$ cat src/rtl/panel_cfg_pkg.sv
package panel_cfg_pkg;
  localparam int FRAME_BITS = 24;

  typedef enum logic [1:0] {
    CMD_WRITE    = 2'd0,
    CMD_POWER_UP = 2'd1,
    CMD_SHUTDOWN = 2'd2,
    CMD_RESUME   = 2'd3
  } cmd_e;

  // control -> datapath strobes
  typedef struct packed {
    logic                  load;
    logic [FRAME_BITS-1:0] frame;
  } dpStrobe_t;

  localparam logic [7:0] PFX_INDEX   = 8'h74;
  localparam logic [7:0] PFX_DATA    = 8'h76;
  localparam logic [7:0] REG_SHUT    = 8'h11;
  localparam logic [7:0] REG_OUTMODE = 8'h01;
endpackage

$ cat src/rtl/panel_cfg_dp.sv
module panel_cfg_dp
  import panel_cfg_pkg::*;
#(
  parameter int HALF_DIV = 4
) (
  input  logic      clk,
  input  logic      rstN,
  input  dpStrobe_t strobe,
  output logic      frameDone,
  output logic      sclk,
  output logic      mosi,
  output logic      csN
);
  // half-period slots: 0..2*FRAME_BITS-1 carry bits, then CS release and gap
  localparam int HALF_BITS = 2 * FRAME_BITS;
  localparam int HALF_LAST = HALF_BITS + 2;
  localparam int HALF_W    = $clog2(HALF_LAST + 1);
  localparam int DIV_W     = $clog2(HALF_DIV + 1);
  localparam logic [HALF_W-1:0] SLOT_RELEASE = HALF_W'(HALF_BITS);
  localparam logic [HALF_W-1:0] SLOT_END     = HALF_W'(HALF_LAST);
  localparam logic [DIV_W-1:0]  DIV_TOP      = DIV_W'(HALF_DIV - 1);

  logic                  active;
  logic [DIV_W-1:0]      divCnt;
  logic [HALF_W-1:0]     halfCnt;
  logic [FRAME_BITS-1:0] shReg;
  logic                  tick;

  assign tick = active && (divCnt == DIV_TOP);

  always_ff @(posedge clk) begin
    if (!rstN) begin
      active    <= 1'b0;
      divCnt    <= '0;
      halfCnt   <= '0;
      shReg     <= '0;
      sclk      <= 1'b1;
      mosi      <= 1'b0;
      csN       <= 1'b1;
      frameDone <= 1'b0;
    end else begin
      frameDone <= 1'b0;
      if (strobe.load) begin
        active  <= 1'b1;
        divCnt  <= '0;
        halfCnt <= '0;
        shReg   <= strobe.frame;
        csN     <= 1'b0;
        sclk    <= 1'b1;
      end else if (active) begin
        divCnt <= tick ? '0 : divCnt + 1'b1;
        if (tick) begin
          halfCnt <= halfCnt + 1'b1;
          if (halfCnt < SLOT_RELEASE) begin
            if (!halfCnt[0]) begin
              // falling edge: present next bit (mode 3, R4)
              sclk  <= 1'b0;
              mosi  <= shReg[FRAME_BITS-1];
              shReg <= {shReg[FRAME_BITS-2:0], 1'b0};
            end else begin
              sclk <= 1'b1;
            end
          end else if (halfCnt == SLOT_RELEASE) begin
            csN <= 1'b1;
          end else if (halfCnt == SLOT_END) begin
            // two half periods of CS high have elapsed
            active    <= 1'b0;
            frameDone <= 1'b1;
          end
        end
      end
    end
  end
endmodule

$ cat src/rtl/panel_cfg_ctrl.sv
module panel_cfg_ctrl
  import panel_cfg_pkg::*;
#(
  parameter logic [15:0] MODE_DEFAULT = 16'h2AEF,
  parameter logic [15:0] MODE_MASK    = 16'h6A00
) (
  input  logic        clk,
  input  logic        rstN,
  input  logic        start,
  input  logic [1:0]  cmd,
  input  logic [7:0]  regIdx,
  input  logic [15:0] regVal,
  input  logic [15:0] modeIn,
  input  logic        frameDone,
  output dpStrobe_t   strobe,
  output logic        busy,
  output logic        done
);
  localparam logic [15:0] MODE_BASE = MODE_DEFAULT & ~MODE_MASK;

  typedef enum logic [1:0] {S_IDLE, S_LOAD, S_SEND} state_e;

  state_e      state;
  cmd_e        curCmd;
  logic [7:0]  regL;
  logic [15:0] valL;
  logic [15:0] storedMode;
  logic        stepIdx;
  logic        phase;     // 0 select frame, 1 value frame
  logic [7:0]  tReg;
  logic [15:0] tVal;
  logic        lastStep;

  // register write list per command
  always_comb begin
    tReg     = REG_SHUT;
    tVal     = 16'h0000;
    lastStep = 1'b1;
    unique case (curCmd)
      CMD_WRITE: begin
        tReg = regL;
        tVal = valL;
      end
      CMD_POWER_UP: begin
        lastStep = stepIdx;
        if (stepIdx) begin
          tReg = REG_OUTMODE;
          tVal = storedMode;
        end
      end
      CMD_SHUTDOWN: tVal = 16'h0001;
      CMD_RESUME: begin
        lastStep = stepIdx;
        if (!stepIdx) begin
          tReg = REG_OUTMODE;
          tVal = storedMode;
        end
      end
    endcase
  end

  assign strobe.load  = (state == S_LOAD);
  assign strobe.frame = phase ? {PFX_DATA, tVal} : {PFX_INDEX, 8'h00, tReg};
  assign busy         = (state != S_IDLE);

  always_ff @(posedge clk) begin
    if (!rstN) begin
      state      <= S_IDLE;
      curCmd     <= CMD_WRITE;
      regL       <= '0;
      valL       <= '0;
      storedMode <= MODE_BASE;
      stepIdx    <= 1'b0;
      phase      <= 1'b0;
      done       <= 1'b0;
    end else begin
      done <= 1'b0;
      unique case (state)
        S_IDLE: if (start) begin
          curCmd  <= cmd_e'(cmd);
          regL    <= regIdx;
          valL    <= regVal;
          stepIdx <= 1'b0;
          phase   <= 1'b0;
          if (cmd_e'(cmd) == CMD_POWER_UP)
            storedMode <= MODE_BASE | (modeIn & MODE_MASK);
          state <= S_LOAD;
        end
        S_LOAD: state <= S_SEND;
        S_SEND: if (frameDone) begin
          if (!phase) begin
            phase <= 1'b1;
            state <= S_LOAD;
          end else if (!lastStep) begin
            stepIdx <= 1'b1;
            phase   <= 1'b0;
            state   <= S_LOAD;
          end else begin
            state <= S_IDLE;
            done  <= 1'b1;
          end
        end
        default: state <= S_IDLE;
      endcase
    end
  end
endmodule

$ cat src/rtl/panel_cfg_writer.sv
module panel_cfg_writer
  import panel_cfg_pkg::*;
#(
  parameter int          HALF_DIV     = 4,
  parameter logic [15:0] MODE_DEFAULT = 16'h2AEF,
  parameter logic [15:0] MODE_MASK    = 16'h6A00
) (
  input  logic        clk,
  input  logic        rstN,
  input  logic        start,
  input  logic [1:0]  cmdSel,
  input  logic [7:0]  regIdx,
  input  logic [15:0] regVal,
  input  logic [15:0] modeIn,
  output logic        busy,
  output logic        done,
  output logic        spiSclk,
  output logic        spiMosi,
  output logic        spiCsN
);
  dpStrobe_t strobe;
  logic      frameDone;

  panel_cfg_ctrl #(
    .MODE_DEFAULT(MODE_DEFAULT),
    .MODE_MASK   (MODE_MASK)
  ) ctrl_i (
    .clk      (clk),
    .rstN     (rstN),
    .start    (start),
    .cmd      (cmdSel),
    .regIdx   (regIdx),
    .regVal   (regVal),
    .modeIn   (modeIn),
    .frameDone(frameDone),
    .strobe   (strobe),
    .busy     (busy),
    .done     (done)
  );

  panel_cfg_dp #(
    .HALF_DIV(HALF_DIV)
  ) dp_i (
    .clk      (clk),
    .rstN     (rstN),
    .strobe   (strobe),
    .frameDone(frameDone),
    .sclk     (spiSclk),
    .mosi     (spiMosi),
    .csN      (spiCsN)
  );
endmodule

$ cat config.mk
export PLATFORM = sky130hd
export DESIGN_NAME = panel_cfg_writer
export DESIGN_NICKNAME = d
export VERILOG_FILES = /design/src/rtl/panel_cfg_pkg.sv /design/src/rtl/panel_cfg_dp.sv /design/src/rtl/panel_cfg_ctrl.sv /design/src/rtl/panel_cfg_writer.sv
export SDC_FILE = /design/constraint.sdc
export NUM_CORES = 1
export LEC_CHECK = 0
export ABC_AREA = 1
export BUFFER_PORTS_ARGS = -buffer_cell sky130_fd_sc_hd__buf_2
export CAP_MARGIN = 20
export CORE_ASPECT_RATIO = 2
export CORE_MARGIN = 3
export CORE_UTILIZATION = 59
export CTS_BUF_LIST = sky130_fd_sc_hd__clkbuf_8
export DETAILED_ROUTE_END_ITERATION = 6
export HOLD_SLACK_MARGIN = 0.15
export PLACE_DENSITY_LB_ADDON = 0.2
export REMOVE_ABC_BUFFERS = 1
export SLEW_MARGIN = 40
export SYNTH_ARGS = -nofsm -noshare
export SYNTH_HDL_FRONTEND = slang
export SYNTH_HIERARCHICAL = 1
export SYNTH_SLANG_ARGS = --single-unit
$ cat constraint.sdc
create_clock -name clk -period 1.7 [get_ports clk]
set_input_delay 0 -clock clk [delete_from_list [all_inputs] [get_ports clk]]
set_output_delay 0 -clock clk [all_outputs]
set_load 0.05 [all_outputs]
After elaboration in Yosys (flattened, before gate mapping):

Cells that the tools add are included.

* bits of input ports: 45
* logic and storage cells: 103
* flip-flop bits (word level): 73
* output and inout port bits: 5

* $lt $le $gt $ge: 1
* add/sub/neg operators: 2
* bitwise operators: 5
* reductions and logical operators: 23
* multiplexer cells: 41
* equality and inequality tests: 15

Operators by type and width (number)
* $mux 24: 5
* $pmux 16 s4: 1
* $mux 15: 2
* $pmux 8 s3: 1
* $mux 1: 22
* $mux 18: 1
* $eq 6x6->1 const B: 2
* $reduce_and 4->1: 3
* $reduce_bool 2->1: 6
* $mux 5: 2
* $reduce_and 5->1: 2
* $reduce_and 3->1: 3
* $ne 2x2->1 const B: 4
* $add 6x1->6 const B: 1
* $eq 2x1->1 const B: 3
* $eq 2x2->1 const B: 3
* $lt 6x6->1 const B: 1
* $mux 2: 3
* $pmux 2 s3: 1
* $reduce_and 2->1: 3
* $reduce_or 6->1: 1
* $not 1->1: 5
* $logic_not 2->1: 2
* $ne 2x1->1 const B: 2
* other kinds (6): 8

Depth between registers and ports, before layout:

Gate-level depths: netlist (run 1).

* depth in word-level cells: 7
* depth in mapped cells: 11
* gate-level depth less buffers: 11

By module:

The synthesis (run 1) kept the hierarchy.

By module, submodules not included
* panel_cfg_dp: instances 1, area each 1876.8 um2, sequential area each 760.7 um2, cells each 279
* panel_cfg_ctrl: instances 1, area each 1736.7 um2, sequential area each 700.7 um2, cells each 268

Worst setup path after synthesis (run 1):

OpenSTA, ideal clock, no wires.

* path kind: register -> register
* start: register ctrl_i.state[1]
* end: register dp_i.shReg[10]
* cell stages (with the launch flop): 11
* data arrival time: 1.237 ns
* setup slack: 0.330 ns
* setup time: 0.132 ns
* cells stage by stage: dfxtp_1 inv_1 nand2_1 inv_1 buf_4 nor2_2 nor2_2 nand2_2 buf_6 nand2_1 a21oi_1

RTL lines
* from (decl): line panel_cfg_ctrl.sv:23 `state_e state;`
* from (signal assigned): line panel_cfg_ctrl.sv:68 `state <= S_IDLE;`
* from (signal assigned): line panel_cfg_ctrl.sv:87 `state <= S_LOAD;`
* from (signal assigned): line panel_cfg_ctrl.sv:89 `S_LOAD: state <= S_SEND;`
* to (signal assigned): line panel_cfg_dp.sv:47 `shReg <= strobe.frame;`
* to (signal assigned): line panel_cfg_dp.sv:59 `shReg <= {shReg[FRAME_BITS-2:0], 1'b0};`
* to (decl): line panel_cfg_dp.sv:26 `logic [FRAME_BITS-1:0] shReg;`

Worst setup path after layout (run 1):

* start: register ctrl_i.state[1]
* end: register ctrl_i.state[0]

* cells in the longest elaborated chain, start to end: 3
* elaborated cells between the ends (all ways): 7
* classes of those cells: eq/ne (4); mux (1); reduce/logical (2)

RTL lines
* $eq 2x2->1 or $logic_not 2->1 (tied branches): line panel_cfg_ctrl.sv:78 `unique case (state)`
* $ne 2x1->1 (no source line) or $ne 2x2->1 (tied branches)
* $reduce_and 2->1 (no source line)

Parallel ways exist; a longest one is shown, timed or not.
A chain may end at the register's enable or synchronous reset.

==> results of run 1 <==
## timing repair
item | CTS | global route
resized for setup | 0 | 8
setup endpoints to repair | 0 | 24
hold buffers | 33 | 0
endpoints found under the hold margin | 37 | 0
## final cells by class
cell class | count | area (µm²) | share of cell area, %
clock buffers | 9 | 124 | 2.87
clock inverters | 6 | 53.8 | 1.25
inverters | 36 | 135 | 3.13
multi-input cells | 410 | 1820 | 42.1
flip-flops and latches | 73 | 1460 | 33.9
well taps | 61 | 76.3 | 1.77
repair buffers | 86 | 647 | 15.0
## sequential cells by signal (all words and copies together) (netlist names)
| name | count |
|---|---|
| dp_i/shReg | 24 |
| ctrl_i/valL | 16 |
| ctrl_i/regL | 8 |
| dp_i/halfCnt | 6 |
| ctrl_i/storedMode | 4 |
| dp_i/divCnt | 3 |
| ctrl_i/curCmd | 2 |
| ctrl_i/state | 2 |
| ctrl_i/done | 1 |
| ctrl_i/phase | 1 |
| ctrl_i/stepIdx | 1 |
| dp_i/active | 1 |
| dp_i/csN | 1 |
| dp_i/frameDone | 1 |
| dp_i/mosi | 1 |
| dp_i/sclk | 1 |
## final timing paths
| kind | to | from | slack, ns |
|---|---|---|---|
| max | ctrl_i/state[0]$_SDFFE_PN0P_ | ctrl_i/state[1]$_SDFFE_PN0P_ | 0.17 |
| min reg2reg | dp_i/divCnt[2]$_SDFFE_PP0P_ | dp_i/divCnt[2]$_SDFFE_PP0P_ | 0.46 |
| min | ctrl_i/valL[3]$_SDFFE_PN0P_ | regVal[3] | 0.44 |
| max reg2reg | ctrl_i/state[0]$_SDFFE_PN0P_ | ctrl_i/state[1]$_SDFFE_PN0P_ | 0.17 |
## layout by cell type, fill, tap and decap left out, types with 2 or more instances in the layout
cell type / count
nand4_1: 6
buf_6: 3
nand3_1: 37
o21ai_1: 3
o21ai_0: 34
inv_1: 36
conb_1: 7
inv_2: 2
buf_2: 37
clkbuf_8: 9
nand2_4: 3
nor2_1: 93
dfxtp_1: 73
nor2_2: 3
nor3_1: 2
nor2_4: 4
nand2_1: 174
buf_4: 13
dlygate4sd3_1: 33
ha_1: 4
a21oi_1: 33
## power by group
group	switching, mW	internal [mW]
Combinational	0.365	0.235
Clock	0.604	0.651
Sequential	0.0615	1.80
## worst max-delay path: cells and delay by family (launching register included)
family	cells	cell delay, ns
buffers and inverters	1	0.56
flip-flops	1	0.34
AND/OR/NAND/NOR	5	0.57
## per-layer routing
metal	track usage, %	share of wire [%]
met1	27.6	39
met2	47.9	53
met3	5.42	3.3
met4	15.9	4.8
met5	0	0
## cells by family (layout without fill, tap and decap cells)
kind of cell,Yosys count,after routing
buffers and inverters,69,137
and+or+nand+nor,326,326
adders and majority gates,4,4
other,2,7
DFF,73,73
AOI/OAI and AO/OA,73,73
==> impl_results.md, run 1 <==
- Largest net degree at the start of global routing: 31
- Area grow syn2layout: 19.4%
- Seq/Total Area, Yosys: 40.4%
- Initial Util: 62.2%
- Post-synthesis mux area share: 0%
- Critical path launch point type: flop
- Xor-xnor portion of the synthesized cell area: 0%
- Setup TNS: 0 ns
- Largest family of logic cells by synthesized area: simple AND/OR/NAND/NOR gates
- CTS Root Cell: clkbuf_8
- Avg Vias per Cell: 5.25
- Finished Cell Area: 4320 µm²
- Final WS setup: 0.173 ns
- Total CTS buffers: 9
- Cell Pwr Density: 861 nW/µm²
- DPL Wire Length: 5680 µm
- Fill count: 429
- Dominant synthesized flop cell: dfxtp_1
- Vias in the first global route: 3486
- Core area: 5810 µm²
- Nets@finish: 665
- CP max-delay cell: dlygate4sd3_1
- Leakage power total: 2.01 nW
- Hold Crit Depth: 4
- Non-Filler Instances: 681
- Grt total ovfl: 0
- Critical path class: flop to flop
- Post-synthesis cell type count: 29
- Die X: 61.3 µm
- Max stage delay on crit path: 0.56 ns
- Detailed Route WL: 8580 µm
- Clk buf depth: 2
- DRT Pass-1 Iters: 4
- Synthesized area per cell: 6.61 µm²
- # Max-Cap Violations: 0
- # rows: 39
- Worst hold margin: 0.442 ns
- R2r worst-path depth: 6
- Setup violators final: 0
- Yosys top cell area share: 40.4%
- RSZ-0062 raised after global routing: no
- Post-Place Setup Slack: 0.129 ns
- FFs w/ async S/R, synth: 0%
- Total Routing Usage GR: 26.9%
- Post-Syn Instances: 547
- Worst-path fanout max: 7
- Starting DRT DRC Count: 140
- Final Cycle Share: 89.8%
- Endpoints failing hold: 0
- Peak VDD IR: 657 µV
- Req. time, crit path: 1.99 ns
- Cell taking the most area after synthesis: dfxtp_1
- Largest cells by area after synthesis: dfxtp_1 (40%), nand2_1 (18%), nor2_1 (9.8%)
- Sink Count: 73
- I/O pin count: 50
- Synth Area in Adders: 1.39%
- Die ar.: 7160 µm²
- Initial antenna violation count: 0
- Clock-pin transition on the worst setup and hold timing paths: 0.07 ns
- Post-DRT Antenna Nets: 0
- Final min period: 1.53 ns
- Post-synth EDFFs: 0
- DR vias: 3572
- Final Core Density: 74.3%
- Placed Area: 3780 µm²
- Critical Path Sink Type: flop
- Most frequent CP cell: nand2_1
- CP cell instances: nor2_4, nand2_4, nand2_1, nand2_1, dlygate4sd3_1, nor2_1
- Worst skew pair latency: 0.35 ns
- YS warnings: 6
- Slew Viols, Final: 0
- #FFs+latches synth: 73
- Commonest cells post-synth: nand2_1 (174), nor2_1 (94), dfxtp_1 (73), nand3_1 (37), o21ai_0 (35)
- Share of post-route cells with drive strength above 1: 12.7%
- Placed Instances: 633
- CP Data Arrival Time: 1.82 ns
- DRC Markers: 0
- Post-synthesis cell area: 3610 µm²
- Tot Pwr: 3.72 mW
- Fmax: 655 MHz
- H-tree levels: 3
- Port buffer count: 37
- Status: complete, no violations
- Setup bufs post-CTS: 0
- Routability cong.: 0.876
- # diodes: 0
- Most common cell in the netlist: nand2_1
- Min-delay worst type: input port to flop
- Skew final: 0.00521 ns
- Post-synthesis compound-gate area fraction: 10.3%
- Wire length per cell: 12.6 µm
- CTS tree: done
- Post-synthesis simple-gate area fraction: 37.6%
- Die Ht: 117 µm
- First-pass GRT wire length: 14800 µm
No activity file was read; power rests on OpenSTA's default activity.
==> inputs of run 2 (changes only) <==
CORE_UTILIZATION = 53   (was 59)
SYNTH_HIERARCHICAL = unset   (was 1)
clock period = 1.3 ns   (was 1.7 ns; I/O delays follow)
==> impl_results.md, run 2 <==
- Final Core Density: 74.3% (about the same)
- Fmax: 704 MHz (+7.5%)
- I/O pin count: 50 (unchanged)
- Most common cell in the netlist: nand2_1
- Routability cong.: 0.887 (+1.2%)
- Commonest cells after routing, fill and taps aside: nand2_1 (99), nor2_1 (92), dfxtp_1 (67)
- Post-synthesis cell type count: 33 (+14%)
- Final min period: 1.42 ns (-0.106 ns)
- # diodes: 0 (unchanged)
- Detailed Route WL: 8980 µm (+4.7%)
- Area grow syn2layout: 35.5%
- Final Cycle Share: 109% (+19 points)
- Grt total ovfl: 0 (unchanged)
- Total CTS buffers: 9 (unchanged)
- Commonest cells post-synth: nand2_1 (103), nor2_1 (98), dfxtp_1 (73), o21ai_0 (47), a21oi_1 (32)
- H-tree levels: 3 (unchanged)
- Fill count: 474 (+10%)
- Share of post-route cells with drive strength above 1: 24.3% (+12 points)
- # Max-Cap Violations: 0 (unchanged)
- Commonest non-fill, non-tap cell in the layout: nand2_1
- Leakage power total: 2.02 nW (+0.56%)
- Vias in the first global route: 3238 (-7.1%)
- DPL Wire Length: 5770 µm (+1.6%)
- Req. time, crit path: 1.55 ns (-0.44 ns)
- Cell Pwr Density: 1150 nW/µm² (+34%)
- Slew Viols, Final: 0 (unchanged)
- CP Data Arrival Time: 1.67 ns (-0.15 ns)
- Most frequent CP cell: nor2_1
- Die ar.: 7260 µm² (+1.4%)
- Max stage delay on crit path: 0.36 ns (-0.20 ns)
- Cell taking the most area after synthesis: dfxtp_1
- DR vias: 3393 (-5.0%)
- Non-Filler Instances: 638 (-6.3%)
- Max transition margin: 72.6%
- Initial Util: 54.9% (-7.4 points)
- Largest net degree at the start of global routing: 33 (+6.5%)
- Tot Pwr: 5.15 mW (+38%)
- RSZ-0062 raised after global routing: yes
- Sink Count: 73 (unchanged)
- Worst-path fanout max: 4 (-3)
- Setup violators final: 20 (+20)
- FFs w/ async S/R, synth: 0% (unchanged)
- Post-synth EDFFs: 0 (unchanged)
- Final WS setup: -0.121 ns (-0.294 ns)
- Dominant synthesized flop cell: dfxtp_1
- Status: finished, violations left
- DRC Markers: 0 (unchanged)
- Initial antenna violation count: 0 (unchanged)
- Avg Vias per Cell: 5.32 (+1.4%)
- Endpoints failing hold: 0 (unchanged)
- Port buffer count: 37 (unchanged)
- Critical path class: flop to flop
- Die Ht: 117 µm (+0.70%)
- CTS tree: done
- Critical path launch point type: flop
- Seq/Total Area, Yosys: 44.4% (+3.9 points)
- Clock-pin transition on the worst setup and hold timing paths: 0.07 ns (about the same)
- Core area: 6010 µm² (+3.4%)
- Yosys top cell area share: 44.4% (+3.9 points)
- Critical Path Sink Type: flop
- Post-synthesis cell area: 3290 µm² (-8.8%)
- First-pass GRT wire length: 14500 µm (-2.2%)
- Total Routing Usage GR: 26.4% (-0.52 points)
- Worst skew pair latency: 0.35 ns (about the same)
- Min-delay worst type: input port to flop
- Top reg by flops: dp_i.shReg
- Largest cells by area after synthesis: dfxtp_1 (44%), nand2_1 (12%), nor2_1 (11%)
- #FFs+latches synth: 73 (unchanged)
- Worst slew pin tran: 0.410 ns
- # rows: 40 (+2.6%)
- DRT Pass-1 Iters: 4 (unchanged)
- CP cell instances: ha_4, nand2_4, nor2_8, nand4_2, buf_4, nor2_1, nor2_1
- Skew final: 0.00823 ns (+0.00302 ns)
- Top Registers: dp_i.shReg x24, ctrl_i.valL x16, ctrl_i.regL x8
- Post-DRT Antenna Nets: 0 (unchanged)
- Max reg flops: 24 (unchanged)
- Synthesized area per cell: 7.05 µm² (+6.8%)
- CP max-delay cell: dfxtp_2
- Die X: 61.8 µm (+0.68%)
- CTS Root Cell: clkbuf_8
- Post-Place Setup Slack: -0.181 ns (-0.310 ns)
- Placed Instances: 584 (-7.7%)
- Failing checks: negative setup slack
- Nets@finish: 619 (-6.9%)
- Wire length per cell: 14.1 µm (+12%)
- Post-Syn Instances: 467 (-15%)
- Starting DRT DRC Count: 107 (-24%)
- Peak VDD IR: 1060 µV (+61%)
- YS warnings: 0 (-6)
- Clk buf depth: 2 (unchanged)
run 2: cell types whose count changed after synthesis, sizes merged, moves of 3 or more:
cell and change:
buf -14, inv -3, nand2 -72, nand3 -13, nand3b +6, nand4 -3, o21ai +16
run 2: worst paths after layout:
path | start | endpoint | slack [ns] | depth (start not counted)
worst max-delay path | dp_i.divCnt[1]$_SDFFE_PP0P_ | dp_i.shReg[22]$_SDFFE_PN0P_ | -0.12 | 7
worst min-delay path | regVal[2] | ctrl_i.valL[2]$_SDFFE_PN0P_ | 0.43 | 4
worst max register to register | dp_i.divCnt[1]$_SDFFE_PP0P_ | dp_i.shReg[22]$_SDFFE_PN0P_ | -0.12 | 7
worst min register to register | ctrl_i.valL[10]$_SDFFE_PN0P_ | ctrl_i.valL[10]$_SDFFE_PN0P_ | 0.45 | 2
run 2: cells by family (layout without fill, tap and decap cells):
group / after synthesis / count (layout) / share of synthesized area [%]
DFF: 73 / 73 / 44.4
and+or+nand+nor: 245 / 246 / 32.2
adders and majority gates: 4 / 4 / 1.52
AOI/OAI and AO/OA: 90 / 90 / 14.2
xor gates and xnor gates: 1 / 1 / 0.266
buffers and inverters: 54 / 161 / 7.41
run 2: repair_timing:
action / CTS / global route
gates resized for setup: 20 / 47
endpoints found under the hold margin: 47 / 0
endpoints found under the setup margin: 29 / 67
hold buffers: 32 / 0
pin swaps: 3 / 9
buffers inserted: 3 / 2
gates cloned: 1 / 0
run 2: layout make-up:
type                       count  area (µm²)  share of cell area, %
multi-input combinational    341        1710                   38.3
sequential                    73        1470                   33.0
inverter                      33         129                   2.89
tap                           63        78.8                   1.77
clock buffer                  12         165                   3.70
timing repair buffer         112         866                   19.4
clock inverter                 4        42.5                  0.953
run 2: metrics by stage:
| step | cell area [µm²] | TNS [ns] | hold WS (ns) |
|---|---|---|---|
| 3_3_place_gp | 3720 | -1.47 | 0.249 |
| 4_1_cts | 4350 | -0.739 | 0.410 |
| 5_1_grt | 4460 | -3.61 | 0.433 |
| 3_5_place_dp | 3720 | -2.36 | 0.255 |
| 6_report | 4460 | -0.988 | 0.433 |
| 2_1_floorplan | 3170 | -16.41 | 0.0690 |
run 2: where the power goes:
group          switching (mW)  total, mW  leakage, nW  internal [mW]
clock                   0.807       1.83        0.115           1.03
combinational           0.461      0.830         1.30          0.368
sequential             0.0956       2.48        0.601           2.39
total                    1.36       5.15         2.02           3.78
run 2: critical path: cells and delay by family (launching register included):
family / cells / cell delay (ns)
adders and majority gates: 1 / 0.16
buffers and inverters: 1 / 0.20
DFF: 1 / 0.36
and+or+nand+nor: 5 / 0.60
run 2: per-layer routing:
metal | global-route usage (%) | vias to the layer above | wire, µm
li1 | - | 1704 | -
met1 | 27.8 | 1570 | 3320
met2 | 45.9 | 83 | 4990
met3 | 6.26 | 36 | 282
met4 | 12.7 | 0 | 382
met5 | 0 | - | 0
